<file path="src/rtl/pio_seq_pkg.sv">
package pio_seq_pkg;

    localparam int REG_W      = 8;
    localparam int NUM_REGS   = 10;
    localparam int NUM_DRIVES = 4;
    localparam int CNT_W      = 5;
    localparam logic [REG_W-1:0] IDX_BASE = 8'h50;

    // register offsets from IDX_BASE
    localparam int OFF_CFG   = 0;
    localparam int OFF_CTL   = 1;
    localparam int OFF_CMD   = 2;
    localparam int OFF_AT0   = 3;
    localparam int OFF_RW0   = 4;
    localparam int OFF_AT1   = 5;
    localparam int OFF_RW1   = 6;
    localparam int OFF_AT23  = 7;
    localparam int OFF_RW23  = 8;
    localparam int OFF_BURST = 9;

    localparam int CTL_CHAN2_BIT = 3;
    localparam int CTL_PF0_BIT   = 6;
    localparam int REV_W         = 2;

    typedef enum logic [2:0] {
        PH_IDLE,
        PH_SETUP,
        PH_ACTIVE,
        PH_RECOV,
        PH_DONE
    } phase_e;

    typedef struct packed {
        logic [CNT_W-1:0] setup;
        logic [CNT_W-1:0] active;
        logic [CNT_W-1:0] recov;
    } timing_t;

    function automatic logic [CNT_W-1:0] setup_clocks(input logic [1:0] code);
        case (code)
            2'b00:   return CNT_W'(4);
            2'b10:   return CNT_W'(3);
            2'b01:   return CNT_W'(2);
            default: return CNT_W'(5);
        endcase
    endfunction

    function automatic logic [CNT_W-1:0] nibble_clocks(input logic [3:0] n);
        return (n == 4'd0) ? CNT_W'(16) : CNT_W'(n);
    endfunction

    function automatic logic [REG_W-1:0] reset_value(input int off);
        if (off == OFF_CTL)  return 8'hC0;
        if (off == OFF_AT23) return 8'h0C;
        return '0;
    endfunction

    function automatic int at_offset(input int drv);
        if (drv == 0) return OFF_AT0;
        if (drv == 1) return OFF_AT1;
        return OFF_AT23;
    endfunction

    function automatic int rw_offset(input int drv);
        if (drv == 0) return OFF_RW0;
        if (drv == 1) return OFF_RW1;
        return OFF_RW23;
    endfunction

endpackage

</file>
<file path="src/rtl/pio_cfg_regs.sv">
module pio_cfg_regs
    import pio_seq_pkg::*;
#(
    parameter int W = REG_W,
    parameter int N = NUM_REGS
) (
    input  logic                  clk,
    input  logic                  rst_n,
    input  logic                  cfg_sel,
    input  logic                  cfg_wr,
    input  logic [W-1:0]          cfg_wdata,
    input  logic [REV_W-1:0]      chip_rev,
    output logic [W-1:0]          cfg_rdata,
    output logic [W-1:0]          idx_o,
    output logic [N-1:0][W-1:0]   regs_o
);

    typedef struct packed {
        logic [W-1:0]        idx;
        logic [N-1:0][W-1:0] regs;
    } rf_t;

    rf_t rf_d, rf_q;

    function automatic logic [N-1:0][W-1:0] reset_bank();
        logic [N-1:0][W-1:0] b;
        for (int i = 0; i < N; i++) begin
            b[i] = W'(reset_value(i));
        end
        return b;
    endfunction

    logic [N-1:0] hit;

    always_comb begin
        for (int i = 0; i < N; i++) begin
            hit[i] = (rf_q.idx == W'(int'(IDX_BASE) + i));
        end
    end

    always_comb begin
        rf_d = rf_q;
        if (cfg_wr) begin
            if (!cfg_sel) begin
                rf_d.idx = cfg_wdata;
            end else begin
                for (int i = 0; i < N; i++) begin
                    if (hit[i]) begin
                        rf_d.regs[i] = cfg_wdata;
                    end
                end
                rf_d.regs[OFF_CFG][REV_W-1:0] = '0;
            end
        end
    end

    always_ff @(posedge clk or negedge rst_n) begin
        if (!rst_n) begin
            rf_q.idx  <= '0;
            rf_q.regs <= reset_bank();
        end else begin
            rf_q <= rf_d;
        end
    end

    logic [W-1:0] sel_data;

    always_comb begin
        sel_data = '0;
        for (int i = 0; i < N; i++) begin
            if (hit[i]) begin
                sel_data = rf_q.regs[i];
            end
        end
        if (hit[OFF_CFG]) begin
            sel_data[REV_W-1:0] = chip_rev;
        end
        cfg_rdata = cfg_sel ? sel_data : rf_q.idx;
    end

    assign idx_o  = rf_q.idx;
    assign regs_o = rf_q.regs;

endmodule

</file>
<file path="src/rtl/pio_timing_sel.sv">
module pio_timing_sel
    import pio_seq_pkg::*;
#(
    parameter int W      = REG_W,
    parameter int N      = NUM_REGS,
    parameter int DRIVES = NUM_DRIVES
) (
    input  logic [N-1:0][W-1:0]        regs,
    input  logic [REV_W-1:0]           chip_rev,
    input  logic [$clog2(DRIVES)-1:0]  drive,
    output timing_t                    tim_o,
    output logic [DRIVES-1:0]          pf_dis_o,
    output logic                       chan2_en_o
);

    logic    rec_ext;
    timing_t per_drive [DRIVES];

    assign rec_ext = (chip_rev > REV_W'(1));

    for (genvar d = 0; d < DRIVES; d++) begin : g_drive
        localparam int AT_OFF = at_offset(d);
        localparam int RW_OFF = rw_offset(d);

        assign per_drive[d].setup  = setup_clocks(regs[AT_OFF][7:6]);
        assign per_drive[d].active = nibble_clocks(regs[RW_OFF][7:4]);
        assign per_drive[d].recov  = nibble_clocks(regs[RW_OFF][3:0])
                                     + CNT_W'(rec_ext);

        if (d < 2) begin : g_first
            assign pf_dis_o[d] = regs[OFF_CTL][CTL_PF0_BIT + d];
        end else begin : g_second
            assign pf_dis_o[d] = regs[OFF_AT23][d];
        end
    end

    assign tim_o      = per_drive[drive];
    assign chan2_en_o = regs[OFF_CTL][CTL_CHAN2_BIT];

endmodule

</file>
<file path="src/rtl/pio_phase_seq.sv">
module pio_phase_seq
    import pio_seq_pkg::*;
(
    input  logic    clk,
    input  logic    rst_n,
    input  logic    start,
    input  logic    start_write,
    input  timing_t tim,
    output logic    busy,
    output logic    rd_strobe,
    output logic    wr_strobe,
    output logic    done
);

    typedef struct packed {
        phase_e           ph;
        logic [CNT_W-1:0] cnt;
        logic [CNT_W-1:0] act;
        logic [CNT_W-1:0] rec;
        logic             wr;
    } seq_t;

    seq_t s_d, s_q;

    always_comb begin
        s_d = s_q;
        case (s_q.ph)
            PH_IDLE: begin
                if (start) begin
                    s_d.ph  = PH_SETUP;
                    s_d.cnt = tim.setup - CNT_W'(1);
                    s_d.act = tim.active;
                    s_d.rec = tim.recov;
                    s_d.wr  = start_write;
                end
            end
            PH_SETUP: begin
                if (s_q.cnt == '0) begin
                    s_d.ph  = PH_ACTIVE;
                    s_d.cnt = s_q.act - CNT_W'(1);
                end else begin
                    s_d.cnt = s_q.cnt - CNT_W'(1);
                end
            end
            PH_ACTIVE: begin
                if (s_q.cnt == '0) begin
                    s_d.ph  = PH_RECOV;
                    s_d.cnt = s_q.rec - CNT_W'(1);
                end else begin
                    s_d.cnt = s_q.cnt - CNT_W'(1);
                end
            end
            PH_RECOV: begin
                if (s_q.cnt == '0) begin
                    s_d.ph = PH_DONE;
                end else begin
                    s_d.cnt = s_q.cnt - CNT_W'(1);
                end
            end
            default: begin
                s_d.ph = PH_IDLE;
            end
        endcase
    end

    always_ff @(posedge clk or negedge rst_n) begin
        if (!rst_n) begin
            s_q <= '{ph: PH_IDLE, cnt: '0, act: '0, rec: '0, wr: 1'b0};
        end else begin
            s_q <= s_d;
        end
    end

    assign busy      = (s_q.ph != PH_IDLE);
    assign rd_strobe = (s_q.ph == PH_ACTIVE) && !s_q.wr;
    assign wr_strobe = (s_q.ph == PH_ACTIVE) &&  s_q.wr;
    assign done      = (s_q.ph == PH_DONE);

endmodule

</file>
<file path="src/rtl/pio_strobe_seq.sv">
module pio_strobe_seq
    import pio_seq_pkg::*;
(
    input  logic        clk,
    input  logic        rst_n,
    input  logic        cfg_sel,
    input  logic        cfg_wr,
    input  logic [7:0]  cfg_wdata,
    output logic [7:0]  cfg_rdata,
    input  logic [1:0]  chip_rev,
    input  logic        req_valid,
    input  logic [1:0]  req_drive,
    input  logic        req_write,
    output logic        busy,
    output logic        rd_strobe,
    output logic        wr_strobe,
    output logic        done,
    output logic [3:0]  pf_dis
);

    logic [NUM_REGS-1:0][REG_W-1:0] regs;
    logic [REG_W-1:0]               cfg_idx;
    timing_t                        tim;
    logic                           chan2_en;
    logic                           req_ok;
    logic                           start;

    pio_cfg_regs #(.W(REG_W), .N(NUM_REGS)) i_regs (
        .clk       (clk),
        .rst_n     (rst_n),
        .cfg_sel   (cfg_sel),
        .cfg_wr    (cfg_wr),
        .cfg_wdata (cfg_wdata),
        .chip_rev  (chip_rev),
        .cfg_rdata (cfg_rdata),
        .idx_o     (cfg_idx),
        .regs_o    (regs)
    );

    pio_timing_sel #(.W(REG_W), .N(NUM_REGS), .DRIVES(NUM_DRIVES)) i_sel (
        .regs       (regs),
        .chip_rev   (chip_rev),
        .drive      (req_drive),
        .tim_o      (tim),
        .pf_dis_o   (pf_dis),
        .chan2_en_o (chan2_en)
    );

    assign req_ok = !req_drive[1] || chan2_en;
    assign start  = req_valid && req_ok && !busy;

    pio_phase_seq i_seq (
        .clk         (clk),
        .rst_n       (rst_n),
        .start       (start),
        .start_write (req_write),
        .tim         (tim),
        .busy        (busy),
        .rd_strobe   (rd_strobe),
        .wr_strobe   (wr_strobe),
        .done        (done)
    );

endmodule

</file>
<file path="config.mk">
export PLATFORM = sky130hd
export DESIGN_NAME = pio_strobe_seq
export DESIGN_NICKNAME = d
export VERILOG_FILES = /design/src/rtl/pio_seq_pkg.sv /design/src/rtl/pio_cfg_regs.sv /design/src/rtl/pio_timing_sel.sv /design/src/rtl/pio_phase_seq.sv /design/src/rtl/pio_strobe_seq.sv
export SDC_FILE = /design/constraint.sdc
export NUM_CORES = 1
export LEC_CHECK = 0
export ABC_CLOCK_PERIOD_IN_PS = 5800
export CAP_MARGIN = 15
export CORE_ASPECT_RATIO = 0.6
export CORE_UTILIZATION = 55
export DETAILED_ROUTE_END_ITERATION = 10
export DONT_BUFFER_PORTS = 1
export PLACE_DENSITY_LB_ADDON = 0.1
export SLEW_MARGIN = 10
export SYNTH_ARGS = -nofsm -noshare
export SYNTH_HDL_FRONTEND = slang
export SYNTH_HIERARCHICAL = 1
export SYNTH_SLANG_ARGS = --single-unit
export TNS_END_PERCENT = 100
</file>
<file path="constraint.sdc">
create_clock -name clk -period 5.8 [get_ports clk]
set_input_delay 0.87 -clock clk [delete_from_list [all_inputs] [get_ports clk]]
set_output_delay 0.87 -clock clk [all_outputs]
set_load 0.005 [all_outputs]
</file>
# --- Yosys cells after proc, flatten, opt, wreduce, memory -nomap -nowiden ---
# Index checks and enable logic that the tools add are counted.
# W data, S select, Z words.
classes:
  add_sub_neg: 7
  magnitude_cmp: 2
  n_eq_ne: 25
  muxes: 33
  bitwise_logic: 2
  reduce_logical: 35
ops:
  columns: ["op", "count"]
  rows:
  - ["$mux W8", 11]
  - ["$eq A8 B7 Y1 const B", 10]
  - ["$mux W5", 9]
  - ["$reduce_and A3 Y1", 11]
  - ["$bmux W15 S2", 1]
  - ["$mux W15", 2]
  - ["$pmux W3 S3", 3]
  - ["$logic_not A4 Y1", 6]
  - ["$pmux W5 S4", 1]
  - ["$sub A5 B1 Y5 const B", 4]
  - ["$mux W19", 1]
  - ["$add A5 B1 Y5", 3]
  - ["$pmux W3 S4", 1]
  - ["$mux W3", 3]
  - ["$ne A2 B1 Y1 const B", 4]
  - ["$eq A2 B1 Y1 const B", 3]
  - ["$eq A2 B2 Y1 const B", 3]
  - ["$eq A3 B2 Y1 const B", 2]
  - ["$logic_not A2 Y1", 3]
  - ["$logic_not A5 Y1", 1]
  - ["$logic_and A1 B1 Y1", 4]
  - ["$reduce_and A2 Y1", 2]
  - ["$reduce_and A4 Y1", 1]
  - ["$reduce_bool A4 Y1", 1]
  - ["other kinds (12)", 14]
totals:
  ff_bits: 105
  input_bits: 18
  word_cells: 120

# --- Depth between registers and ports, before layout ---
# Gate-level depths: netlist (run 1).
depth:
  ltp_word: 13
  ltp_mapped: 10

# --- Hierarchy ---
# The synthesis (run 1) kept the hierarchy.
modules_own_cells:
  columns: ["module", "instances", "cells_each", "area_each_um2"]
  rows:
  - ["pio_cfg_regs", 1, 299, 4364.2]
  - ["pio_phase_seq", 1, 133, 1251.2]
  - ["pio_timing_sel", 1, 96, 679.4]
  - ["pio_strobe_seq", 1, 2, 26.3]

# --- Worst setup path after synthesis (run 1) ---
# OpenSTA, ideal clock, no wires.
synth_path:
  path_kind: "input-to-reg"
  from: "input req_drive[0]"
  to: "register i_seq/s_q[15] (netlist bit)"
  t_arrival_ns: 2.454
  slack_ns: 3.219
  path_stages: 10
  cell_sequence: "buf_2 -> buf_2 -> o22ai_1 -> o21ai_0 -> inv_1 -> ha_1 -> nor3b_1 -> xnor2_1 -> a2bb2oi_1 -> a31oi_1"
synth_lines:
  columns: ["element", "line", "source"]
  rows:
  - ["start, declared", "pio_strobe_seq.sv:12", "input logic [1:0] req_drive,"]
  - ["end signal, assigned", "pio_phase_seq.sv:68", "s_q <= '{ph: PH_IDLE, cnt: '0, act: '0, rec: '0, wr: 1'b0};"]
  - ["end, declared", "pio_phase_seq.sv:23", "seq_t s_d, s_q;"]

# --- Final worst setup path (run 1) ---
layout_path:
  from: "register i_regs.rf_q, in the netlist i_regs/idx_o[0]"
  to: "output cfg_rdata[5]"
layout_via:
  elab_chain_cells: 12
  word_cells_on_any_way: 21
layout_rtl:
  columns: ["element", "line", "source"]
  rows:
  - ["start, declared", "pio_cfg_regs.sv:23", "rf_t rf_d, rf_q;"]
  - ["start signal, assigned", "pio_cfg_regs.sv:62", "rf_q <= rf_d;"]
  - ["$eq A8 B7 Y1", "pio_cfg_regs.sv:37", "hit[i] = (rf_q.idx == W'(int'(IDX_BASE) + i));"]
  - ["$mux W8 (9 in series)", "pio_cfg_regs.sv:71", "if (hit[i]) begin"]
  - ["$mux W8 (*)", "pio_cfg_regs.sv:71", null]
  - ["$mux W8 (*)", "pio_cfg_regs.sv:78", "cfg_rdata = cfg_sel ? sel_data : rf_q.idx;"]
  - ["end, declared", "pio_strobe_seq.sv:9", "output logic [7:0] cfg_rdata,"]
# Every way passes the cells marked *; elsewhere a longest branch is shown, timed or not.

==> results of run 1 <==
==> power by group through the flow <==
| stage | clock (mW) | combinational [mW] | sequential [mW] |
|---|---|---|---|
| 2_1_floorplan | 0 | 0.481 | 0.900 |
| 3_3_place_gp | 0 | 0.462 | 0.982 |
| 3_5_place_dp | 0 | 0.476 | 0.987 |
| 4_1_cts | 0.642 | 0.479 | 0.974 |
| 5_1_grt | 0.666 | 0.536 | 0.996 |
| 6_report | 0.627 | 0.484 | 0.976 |
==> final cells by class <==
cell class | count | area (um2)
repair buffers | 1 | 7.507
multi-input cells | 359 | 3356
well taps | 139 | 173.9
clock inverters | 7 | 80.08
clock buffers | 9 | 225.2
flip-flops and latches | 105 | 2633
inverters | 16 | 60.06
fillers | 899 | 4314
==> worst reg2reg max path: cells and delay by family (launching register included) <==
| kind | cells | cell delay, ns |
|---|---|---|
| and+or+nand+nor | 3 | 1.78 |
| DFF | 1 | 0.61 |
| muxes | 1 | 0.42 |
==> sequential cells by signal, summed over array words and instances, names as in the netlist <==
register	flops
i_seq/s_q	19
i_regs/regs_o	78
i_regs/idx_o	8
==> worst max path at each step <==
stage	slack [ns]	to	cells past startpoint	from
finish	2.16	cfg_rdata[5]	5	i_regs/idx_o[0]
global route	1.97	cfg_rdata[5]	5	i_regs/idx_o[0]
CTS	2.12	cfg_rdata[5]	5	i_regs/idx_o[0]
detailed placement	2.51	cfg_rdata[5]	5	i_regs/idx_o[0]
global placement	2.56	cfg_rdata[5]	5	i_regs/idx_o[0]
floorplan	3.22	i_seq/s_q[15]	10	req_drive[0]
==> stage by stage <==
step,std cells,area [um2],utilization [%]
5_1_grt,636,6535,60.24
4_1_cts,636,6535,60.24
3_3_place_gp,620,6230,57.42
3_5_place_dp,620,6230,57.42
6_report,636,6535,60.24
2_1_floorplan,528,6306,-
==> metal layers <==
metal  GRT usage, %  up-vias  wire length (um)
li1               -     1838                 -
met1          40.23     2088              7105
met2          37.23      119              6152
met3          7.167       12               980
met4          5.694        0               107
met5              0        -                 0
==> layout by cell type, fill, tap and decap left out, types with 3 or more instances in the layout <==
master / count
or3_1: 3
o221ai_1: 3
nor3b_1: 9
nor3_1: 16
dfstp_2: 4
nand2_1: 25
nor4_1: 5
nor2_1: 27
mux4_2: 13
nor2_8: 6
mux2_2: 79
o21ai_0: 18
mux2_4: 24
a31oi_1: 5
dfrtp_1: 101
nand3_1: 12
ha_1: 16
clkinvlp_4: 4
or4_1: 3
a221oi_1: 8
mux2i_1: 10
xor2_1: 12
inv_1: 16
a311oi_1: 3
nand2b_1: 4
o22ai_1: 3
a21oi_1: 6
nor2b_1: 5
clkbuf_16: 9
==> results.md, run 1 <==
* Total GRT Usage at between 20% and 30%
* CTS HTree Levels at 3
* CTS root buf: clkbuf_16
* First DRT Iteration DRCs at ~350
* Post-Syn Area at about 0.0063 mm2
* Setup TNS at 0 ns
* Initial antenna violation count at 0
* Post-CTS sizing at 0
* Worst Path Required at approximately 4.9 ns
* Sequential Power Share at between 40 and 50%
* Worst Path Arrival at roughly 2.8 ns
* HPWL after DPL at approximately 10 mm
* Crit path max-delay family: multiplexers
* Status: finished clean
* Clk_skew at 0.004554 ns
* Clock sink total at roughly 110
* Die width at 140.2 um
* Max IR drop VDD at between 0.00015 and 0.0002 V
* Fin crit share at a little over three fifths
* Max Cap Viol at 0
* Initial Utilization at between 50% and 60%
* Leakage at roughly 3.0 nW
* Worst path slowest cell: dfrtp_1
* Avg Inst Size Synth at between 10 and 15 um2
* Post-CTS Hold Fix Bufs at 0
* Pin slew with the least headroom to its limit at a little under 1 ns
* Pwr Total at 2.087 mW
* Internal Power at ~1.4 mW
* Drc violations at 0
* RSZ-0062 raised after global routing: false
* Cell row count at 29
* Worst path max stage delay at roughly 0.79 ns
* PD cells at 319.3 mW/mm2
* Sw frac at a little under a third
* Overall die height at approximately 85 um
* IO buf count at 0
* Fin. max-slew vios at 0
* Drt wl/cell at about 23 um
* Critical-path cell list: buf_4, mux4_2, mux2_2, a221oi_1, nor3_1
* DIE AREA at around 0.012 mm2
* Period minus WS final at between 3 and 4 ns
* First-pass iteration count of the detailed router at 5
* Peak Freq at between 200 and 300 MHz
* Via count at slightly above 4000
* Total setup buffers inserted after CTS at 0
* Slew HR at about a third
* Reg-to-Reg Start: i_seq/s_q[17]
* Dpl ws at between 2 and 3 ns
* CTS buffer count at 9
* First-pass GRT wire length at around 24 mm
* Reg2reg path depth at 4
* Layout Nets at 526
* Area Overhead vs Synth at 3.693%
* P_sw at 0.6611 mW
* Worst hold margin at approximately 0.21 ns
* Final ANT Viol Nets at 0
* Reg2reg end: i_seq/s_q[5]
* Worst Hold Class: input pin to async pin
* Clk buf depth at 2
* Antenna cells at 0
* Final Wtd Congestion at about 0.90
* WL final at roughly 14 mm
* Vias/cell at 6.379
* Critical path fanouts, max at 17
* I/O pins at 34
* Worst Setup Start Kind: flop
* Final setup fails at 0
* Critical path endpoint category: output pin
* Yosys warning count at 6
* Clock network fraction of design power at 30.0%
* Gate power share at 23.2%
* Reg2Reg Setup Slack at ~2.9 ns
* GRT overflow at 0
* Crit path buf inv count at 1
* Skew-Pair Late Insertion Delay at around 0.35 ns
* Register clock-pin slew on the reported worst setup and hold paths at about 0.070 ns
* Layout cell share with drive strength beyond 1 at approximately a third
* Final Hold Fails at 0
* Vias in the first global route at 4051
* Mapped Cells at between 500 and 600
* TritonCTS clock tree: built
* WS Path Type: flop to output pin
* Setup ws final at roughly 2.2 ns
* Core area at ~0.011 mm2
* Largest net degree at the start of global routing at roughly 110
No activity file was read; power rests on OpenSTA's default activity.
==> run 2: changes to the inputs <==
--- a/config.mk
+++ b/config.mk
@@ -5,7 +5,7 @@
 export SDC_FILE = /design/constraint.sdc
 export NUM_CORES = 1
 export LEC_CHECK = 0
-export ABC_CLOCK_PERIOD_IN_PS = 5800
+export ABC_CLOCK_PERIOD_IN_PS = 2990
 export CAP_MARGIN = 15
 export CORE_ASPECT_RATIO = 0.6
 export CORE_UTILIZATION = 55
==> constraint.sdc (replaced) <==
create_clock -name clk -period 2.99 [get_ports clk]
set_input_delay 0.4485 -clock clk [delete_from_list [all_inputs] [get_ports clk]]
set_output_delay 0.4485 -clock clk [all_outputs]
set_load 0.005 [all_outputs]
==> run 2 against run 1 <==
Effect of this change: critical path type unchanged; clock skew up 0.0030 ns; the flow now finishes with violations (hold timing); design area is 0.96% higher; global-route usage up 0.097 points; non-clock buffer count is 8 higher.
==> results.md, run 2 (synthesis gave the netlist of run 1 again) <==
* Vias/cell at 6.387 (was 6.379)
* Clk buf depth at 2 (unchanged)
* Layout cell share with drive strength beyond 1 at 33.86% (was 32.60%)
* Clk_skew at 0.007553 ns (was 0.004554 ns)
* First-pass GRT wire length at 23.65 mm (was 23.52 mm)
* Total GRT Usage at 26.48% (was 26.38%)
* Pin slew with the least headroom to its limit at 0.7706 ns (was 0.9893 ns)
* DIE AREA at 0.01190 mm2 (unchanged)
* HPWL after DPL at 10.31 mm (was 10.33 mm)
* Vias in the first global route at 4164 (was 4051)
* Slew HR at 48.52% (was 33.91%)
* IO buf count at 0 (unchanged)
* Final Util at 60.81% (was 60.24%)
* Die width at 140.2 um (unchanged)
* Area Overhead vs Synth at 4.685% (was 3.693%)
* Worst Hold Class: input pin to async pin (unchanged)
* Reg-to-Reg Start: i_seq/s_q[16] (was i_seq/s_q[17])
* Worst Setup Start Kind: flop (unchanged)
* First DRT Iteration DRCs at 378 (was 353)
* Total setup buffers inserted after CTS at 0 (unchanged)
* Peak Freq at 356.6 MHz
* Reg2Reg Setup Slack at 0.56 ns (was 2.88 ns)
* Antenna cells at 0 (unchanged)
* Max reg flops at 78 (unchanged)
* Critical path endpoint category: output pin (unchanged)
* TritonCTS clock tree: built (unchanged)
* Design area at 0.006598 mm2 (was 0.006535 mm2)
* Internal Power at 2.723 mW (was 1.426 mW)
* Overall die height at 84.92 um (unchanged)
* RSZ-0062 raised after global routing: false (unchanged)
* Leakage at 3.033 nW (was 2.982 nW)
* Sequential Power Share at 44.2% (was 46.8%)
* Placed cell areas at 0.006282 mm2 (was 0.006230 mm2)
* Final Wtd Congestion at 1.003 (was 0.8972)
* CTS buffer count at 9 (unchanged)
* Via count at 4113 (was 4057)
* WS Path Type: flop to output pin (unchanged)
* CTS root buf: clkbuf_16 (unchanged)
* Reg2reg end: i_seq/s_q[13] (was i_seq/s_q[5])
* P_sw at 1.333 mW (was 0.6611 mW)
* Initial antenna violation count at 0 (unchanged)
* GRT overflow at 0 (unchanged)
* Most common cell after layout, fill and taps aside: dfrtp_1 (unchanged)
* Cell row count at 29 (unchanged)
* Worst Path Required at 2.54 ns (was 4.93 ns)
* Sw frac at 32.86% (was 31.68%)
* Drt wl/cell at 22.49 um (was 22.56 um)
* Final ANT Viol Nets at 0 (unchanged)
* Pwr Total at 4.056 mW (was 2.087 mW)
* Failing checks: hold timing
* WL final at 14.48 mm (was 14.35 mm)
* Fin crit share at about 94%
* Final Hold Fails at 5 (was 0)
* Core area at 0.01085 mm2 (unchanged)
* PD cells at 614.7 mW/mm2 (was 319.3 mW/mm2)
* Critical path fanouts, max at 9 (was 17)
* Worst hold margin at -0.008336 ns (was 0.2084 ns)
* Worst Path Arrival at 2.36 ns (was 2.77 ns)
* Commonest non-fill, non-tap cells in the layout: dfrtp_1 (100), mux2_2 (79), nor2_1 (27), nand2_1 (25), mux2_4 (24) (was dfrtp_1 (101), mux2_2 (79), nor2_1 (27), nand2_1 (25), mux2_4 (24))
* Reg2reg path depth at 6 (was 4)
* Max IR drop VDD at 0.0002942 V (was 0.0001518 V)
* Layout Nets at 534 (was 526)
* CTS HTree Levels at 3 (unchanged)
* Clock network fraction of design power at 28.6% (was 30.0%)
* Register clock-pin slew on the reported worst setup and hold paths at 0.08 ns (was 0.07 ns)
* Fin. max-slew vios at 0 (unchanged)
* Status: finished with violations (was finished clean)
* Clock sink total at 105 (unchanged)
* Max Cap Viol at 0 (unchanged)
* Period minus WS final at between 2 and 3 ns
* Skew-Pair Late Insertion Delay at 0.35 ns (about the same)
* Initial Utilization at 58.09% (unchanged)
* Gate power share at 27.2% (was 23.2%)
* First-pass iteration count of the detailed router at 6 (was 5)
* I/O pins at 34 (unchanged)
* Drc violations at 0 (unchanged)
* Setup TNS at 0 ns (unchanged)
* Final setup fails at 0 (unchanged)
* Largest net degree at the start of global routing at 106 (unchanged)
run 2: timing repair:
item | in CTS | in global routing
endpoints found under the setup margin | 0 | 2
resized for setup | 0 | 1
hold endpoints to repair | 105 | 0
hold buffers | 1 | 0
run 2: worst max path at each step:
stage	depth (start not counted)	to	slack [ns]	from
CTS	5	cfg_rdata[0]	0.13	i_regs/idx_o[1]
global route	5	cfg_rdata[0]	0.05	i_regs/idx_o[7]
detailed placement	5	cfg_rdata[0]	0.53	i_regs/idx_o[1]
finish	5	cfg_rdata[0]	0.19	i_regs/idx_o[7]
floorplan	7	i_seq/s_q[8]	0.44	i_seq/s_q[16]
global placement	4	cfg_rdata[5]	0.58	i_regs/idx_o[1]
run 2: per-layer routing:
metal | vias to the layer above | track usage [%] | routed length (um)
met2 | 130 | 37.86 | 6067
met1 | 2106 | 40.27 | 7383
li1 | 1860 | - | -
met4 | 0 | 5.594 | 132
met5 | - | 0 | 0
met3 | 17 | 6.772 | 901
run 2: cell type report:
class                      instances  area [um2]
fill                             864        4252
multi-input combinational        359        3356
sequential                       105        2634
clock buffer                       9       225.2
tap                              139       173.9
timing repair buffer               9       87.58
clock inverter                     7       61.31
inverter                          16       60.06
run 2: power by group through the flow:
stage | Sequential [mW] | Combinational, mW | Clock [mW]
floorplan | 1.75 | 0.933 | 0
global placement | 1.81 | 1.04 | 0
detailed placement | 1.81 | 1.06 | 0
CTS | 1.79 | 1.09 | 1.19
global route | 1.82 | 1.23 | 1.24
finish | 1.79 | 1.10 | 1.16
run 2: critical path, cell delays in order, from the launching register on:
cell and delay [ns]:
dfrtp_1 0.39, and4bb_2 0.39, and2b_1 0.42, and2_2 0.28, a311oi_1 0.11, o32ai_1 0.41
run 2: per-stage QoR:
stage,std cells,worst slack (ns)
6_report,644,0.1856
5_1_grt,644,0.04974
4_1_cts,644,0.1332
3_5_place_dp,627,0.5337
3_3_place_gp,627,0.5792
2_1_floorplan,528,0.4405
==> run 3: changes to the inputs <==
--- a/config.mk
+++ b/config.mk
@@ -11,7 +11,7 @@
 export CORE_UTILIZATION = 55
 export DETAILED_ROUTE_END_ITERATION = 10
 export DONT_BUFFER_PORTS = 1
-export PLACE_DENSITY_LB_ADDON = 0.1
+export PLACE_DENSITY = 0.73
 export SLEW_MARGIN = 10
 export SYNTH_ARGS = -nofsm -noshare
 export SYNTH_HDL_FRONTEND = slang
==> run 3 against run 2 <==
Effect of this change: the flow now finishes without violations; routed wire length up 3.1%; global-route usage up 0.80 points; combinational power about the same; sequential cell count unchanged.
==> results.md, run 3 (synthesis gave the netlist of run 1 again) <==
* Largest net degree at the start of global routing at 106 (unchanged)
* Total setup buffers inserted after CTS at 0 (unchanged)
* Non-filler cells, final at 647 (was 644)
* Worst Hold Class: input pin to async pin (unchanged)
* Reg-to-Reg Start: i_seq/s_q[16] (unchanged)
* Core area at 0.01085 mm2 (unchanged)
* Internal Power at 2.739 mW (was 2.723 mW)
* Worst Path Required at 2.54 ns (about the same)
* Drt wl/cell at 23.07 um (was 22.49 um)
* Worst Setup EP: cfg_rdata[1] (was cfg_rdata[0])
* Setup TNS at 0 ns (unchanged)
* IO buf count at 0 (unchanged)
* Sequential Power Share at 44.5% (was 44.2%)
* Via count at 4177 (was 4113)
* Peak Freq at 357.4 MHz (was 356.6 MHz)
* Antenna cells at 0 (unchanged)
* P_sw at 1.316 mW (was 1.333 mW)
* Max Cap Viol at 0 (unchanged)
* Period minus WS final at 2.798 ns (was 2.804 ns)
* Final ANT Viol Nets at 0 (unchanged)
* Clk_skew at 0.006937 ns (was 0.007553 ns)
* Most common cell after layout, fill and taps aside: dfrtp_1 (unchanged)
* WL final at 14.93 mm (was 14.48 mm)
* Pin slew with the least headroom to its limit at 0.8290 ns (was 0.7706 ns)
* Dpl ws at 0.4845 ns (was 0.5337 ns)
* Final Util at 61.11% (was 60.81%)
* CTS HTree Levels at 3 (unchanged)
* Slew HR at 44.62% (was 48.52%)
* Sw frac at 32.46% (was 32.86%)
* Final setup fails at 0 (unchanged)
* HPWL after DPL at 10.59 mm (was 10.31 mm)
* CTS buffer count at 9 (unchanged)
* Critical path endpoint category: output pin (unchanged)
* DIE AREA at 0.01190 mm2 (unchanged)
* Max reg flops at 78 (unchanged)
* Max IR drop VDD at 0.0003771 V (was 0.0002942 V)
* Worst Setup Start Kind: flop (unchanged)
* Leakage at 3.044 nW (was 3.033 nW)
* Overall die height at 84.92 um (unchanged)
* Layout Nets at 537 (was 534)
* Gate power share at 27.5% (was 27.2%)
* First DRT Iteration DRCs at 395 (was 378)
* Critical path fanouts, max at 9 (unchanged)
* Final Hold Fails at 0 (was 5)
* Worst hold margin at 0.008977 ns (was -0.008336 ns)
* Drc violations at 0 (unchanged)
* First-pass GRT wire length at 24.34 mm (was 23.65 mm)
* Fin. max-slew vios at 0 (unchanged)
* Total GRT Usage at 27.28% (was 26.48%)
* Status: finished clean (was finished with violations)
* GRT overflow at 0 (unchanged)
* First-pass iteration count of the detailed router at 4 (was 6)
* Final Wtd Congestion at 0.9667 (was 1.003)
* Skew-Pair Late Insertion Delay at 0.35 ns (about the same)
* CP startpoint: i_regs/idx_o[7] (unchanged)
* Reg2reg end: i_seq/s_q[13] (unchanged)
* Worst Path Arrival at 2.35 ns (was 2.36 ns)
* Die width at 140.2 um (unchanged)
* Setup ws final at 0.1919 ns (was 0.1856 ns)
* Clk buf depth at 2 (unchanged)
* Register clock-pin slew on the reported worst setup and hold paths at 0.07 ns (was 0.08 ns)
* Placed insts at 630 (was 627)
* TritonCTS clock tree: built (unchanged)
* CTS root buf: clkbuf_16 (unchanged)
* Area Overhead vs Synth at 5.202% (was 4.685%)
* Clock sink total at 105 (unchanged)
* I/O pins at 34 (unchanged)
* Fin crit share at 93.58% (was 93.79%)
* Cell row count at 29 (unchanged)
* PD cells at 611.5 mW/mm2 (was 614.7 mW/mm2)
* Commonest non-fill, non-tap cells in the layout: dfrtp_1 (100), mux2_2 (79), nor2_1 (27), nand2_1 (25), mux2_4 (24) (unchanged)
* Reg2Reg Setup Slack at 0.55 ns (was 0.56 ns)
* Layout cell share with drive strength beyond 1 at 34.06% (was 33.86%)
* Initial antenna violation count at 0 (unchanged)
* Vias/cell at 6.456 (was 6.387)
* Initial Utilization at 58.09% (unchanged)
* RSZ-0062 raised after global routing: false (unchanged)
* WS Path Type: flop to output pin (unchanged)
* Reg2reg path depth at 6 (unchanged)
* Vias in the first global route at 4267 (was 4164)
* Clock network fraction of design power at 28.0% (was 28.6%)
==> run 3: how the worst min path moves through the flow <==
stage / from / endpoint / slack [ns] / depth (start not counted)
floorplan: rst_n / i_regs/idx_o[0] / 0.15 / 0
global placement: rst_n / i_regs/regs_o[28] / 0.16 / 0
detailed placement: rst_n / i_regs/regs_o[44] / 0.16 / 0
CTS: rst_n / i_regs/regs_o[28] / 0.06 / 1
global route: rst_n / i_regs/regs_o[44] / 0.06 / 1
finish: rst_n / i_regs/regs_o[30] / 0.009 / 1
==> run 3: layout make-up <==
type	instances	area, um2
Clock inverter	5	41.29
Clock buffer	11	242.7
Timing Repair Buffer	12	122.6
Sequential cell	105	2634
Tap cell	139	173.9
Multi-Input combinational cell	359	3356
Inverter	16	60.06
Fill cell	842	4219
==> run 3: repair_timing <==
action / in CTS / in global routing
setup endpoints to repair: 0 / 1
gates resized for setup: 0 / 1
hold buffers: 1 / 0
hold endpoints to repair: 105 / 0
==> run 3: routing by layer <==
| metal | track usage (%) | wire length, um | up-vias |
|---|---|---|---|
| met5 | 0 | 0 | - |
| met1 | 40.39 | 7222 | 2125 |
| met3 | 7.788 | 1205 | 24 |
| met2 | 38.86 | 6258 | 164 |
| met4 | 7.692 | 241 | 0 |
| li1 | - | - | 1864 |
==> run 3: worst max-delay path, stage by stage (launching register included) <==
cell and delay, ns:
dfrtp_1 0.39, and4bb_2 0.38, and2b_1 0.39, and2_2 0.27, a311oi_1 0.11, o32ai_1 0.45
==> run 3: through the flow <==
step | power [mW] | cell area [um2]
after floorplan | 2.679 | 6306
after global placement | 2.838 | 6317
after detailed placement | 2.900 | 6317
after CTS | 4.073 | 6629
after global routing | 4.264 | 6630
final | 4.055 | 6630
==> run 3: power groups by stage <==
| stage | Combinational [mW] | Sequential, mW | Clock [mW] |
|---|---|---|---|
| floorplan | 0.933 | 1.75 | 0 |
| global placement | 1.02 | 1.81 | 0 |
| detailed placement | 1.07 | 1.83 | 0 |
| CTS | 1.11 | 1.80 | 1.16 |
| global route | 1.23 | 1.83 | 1.20 |
| finish | 1.11 | 1.80 | 1.14 |
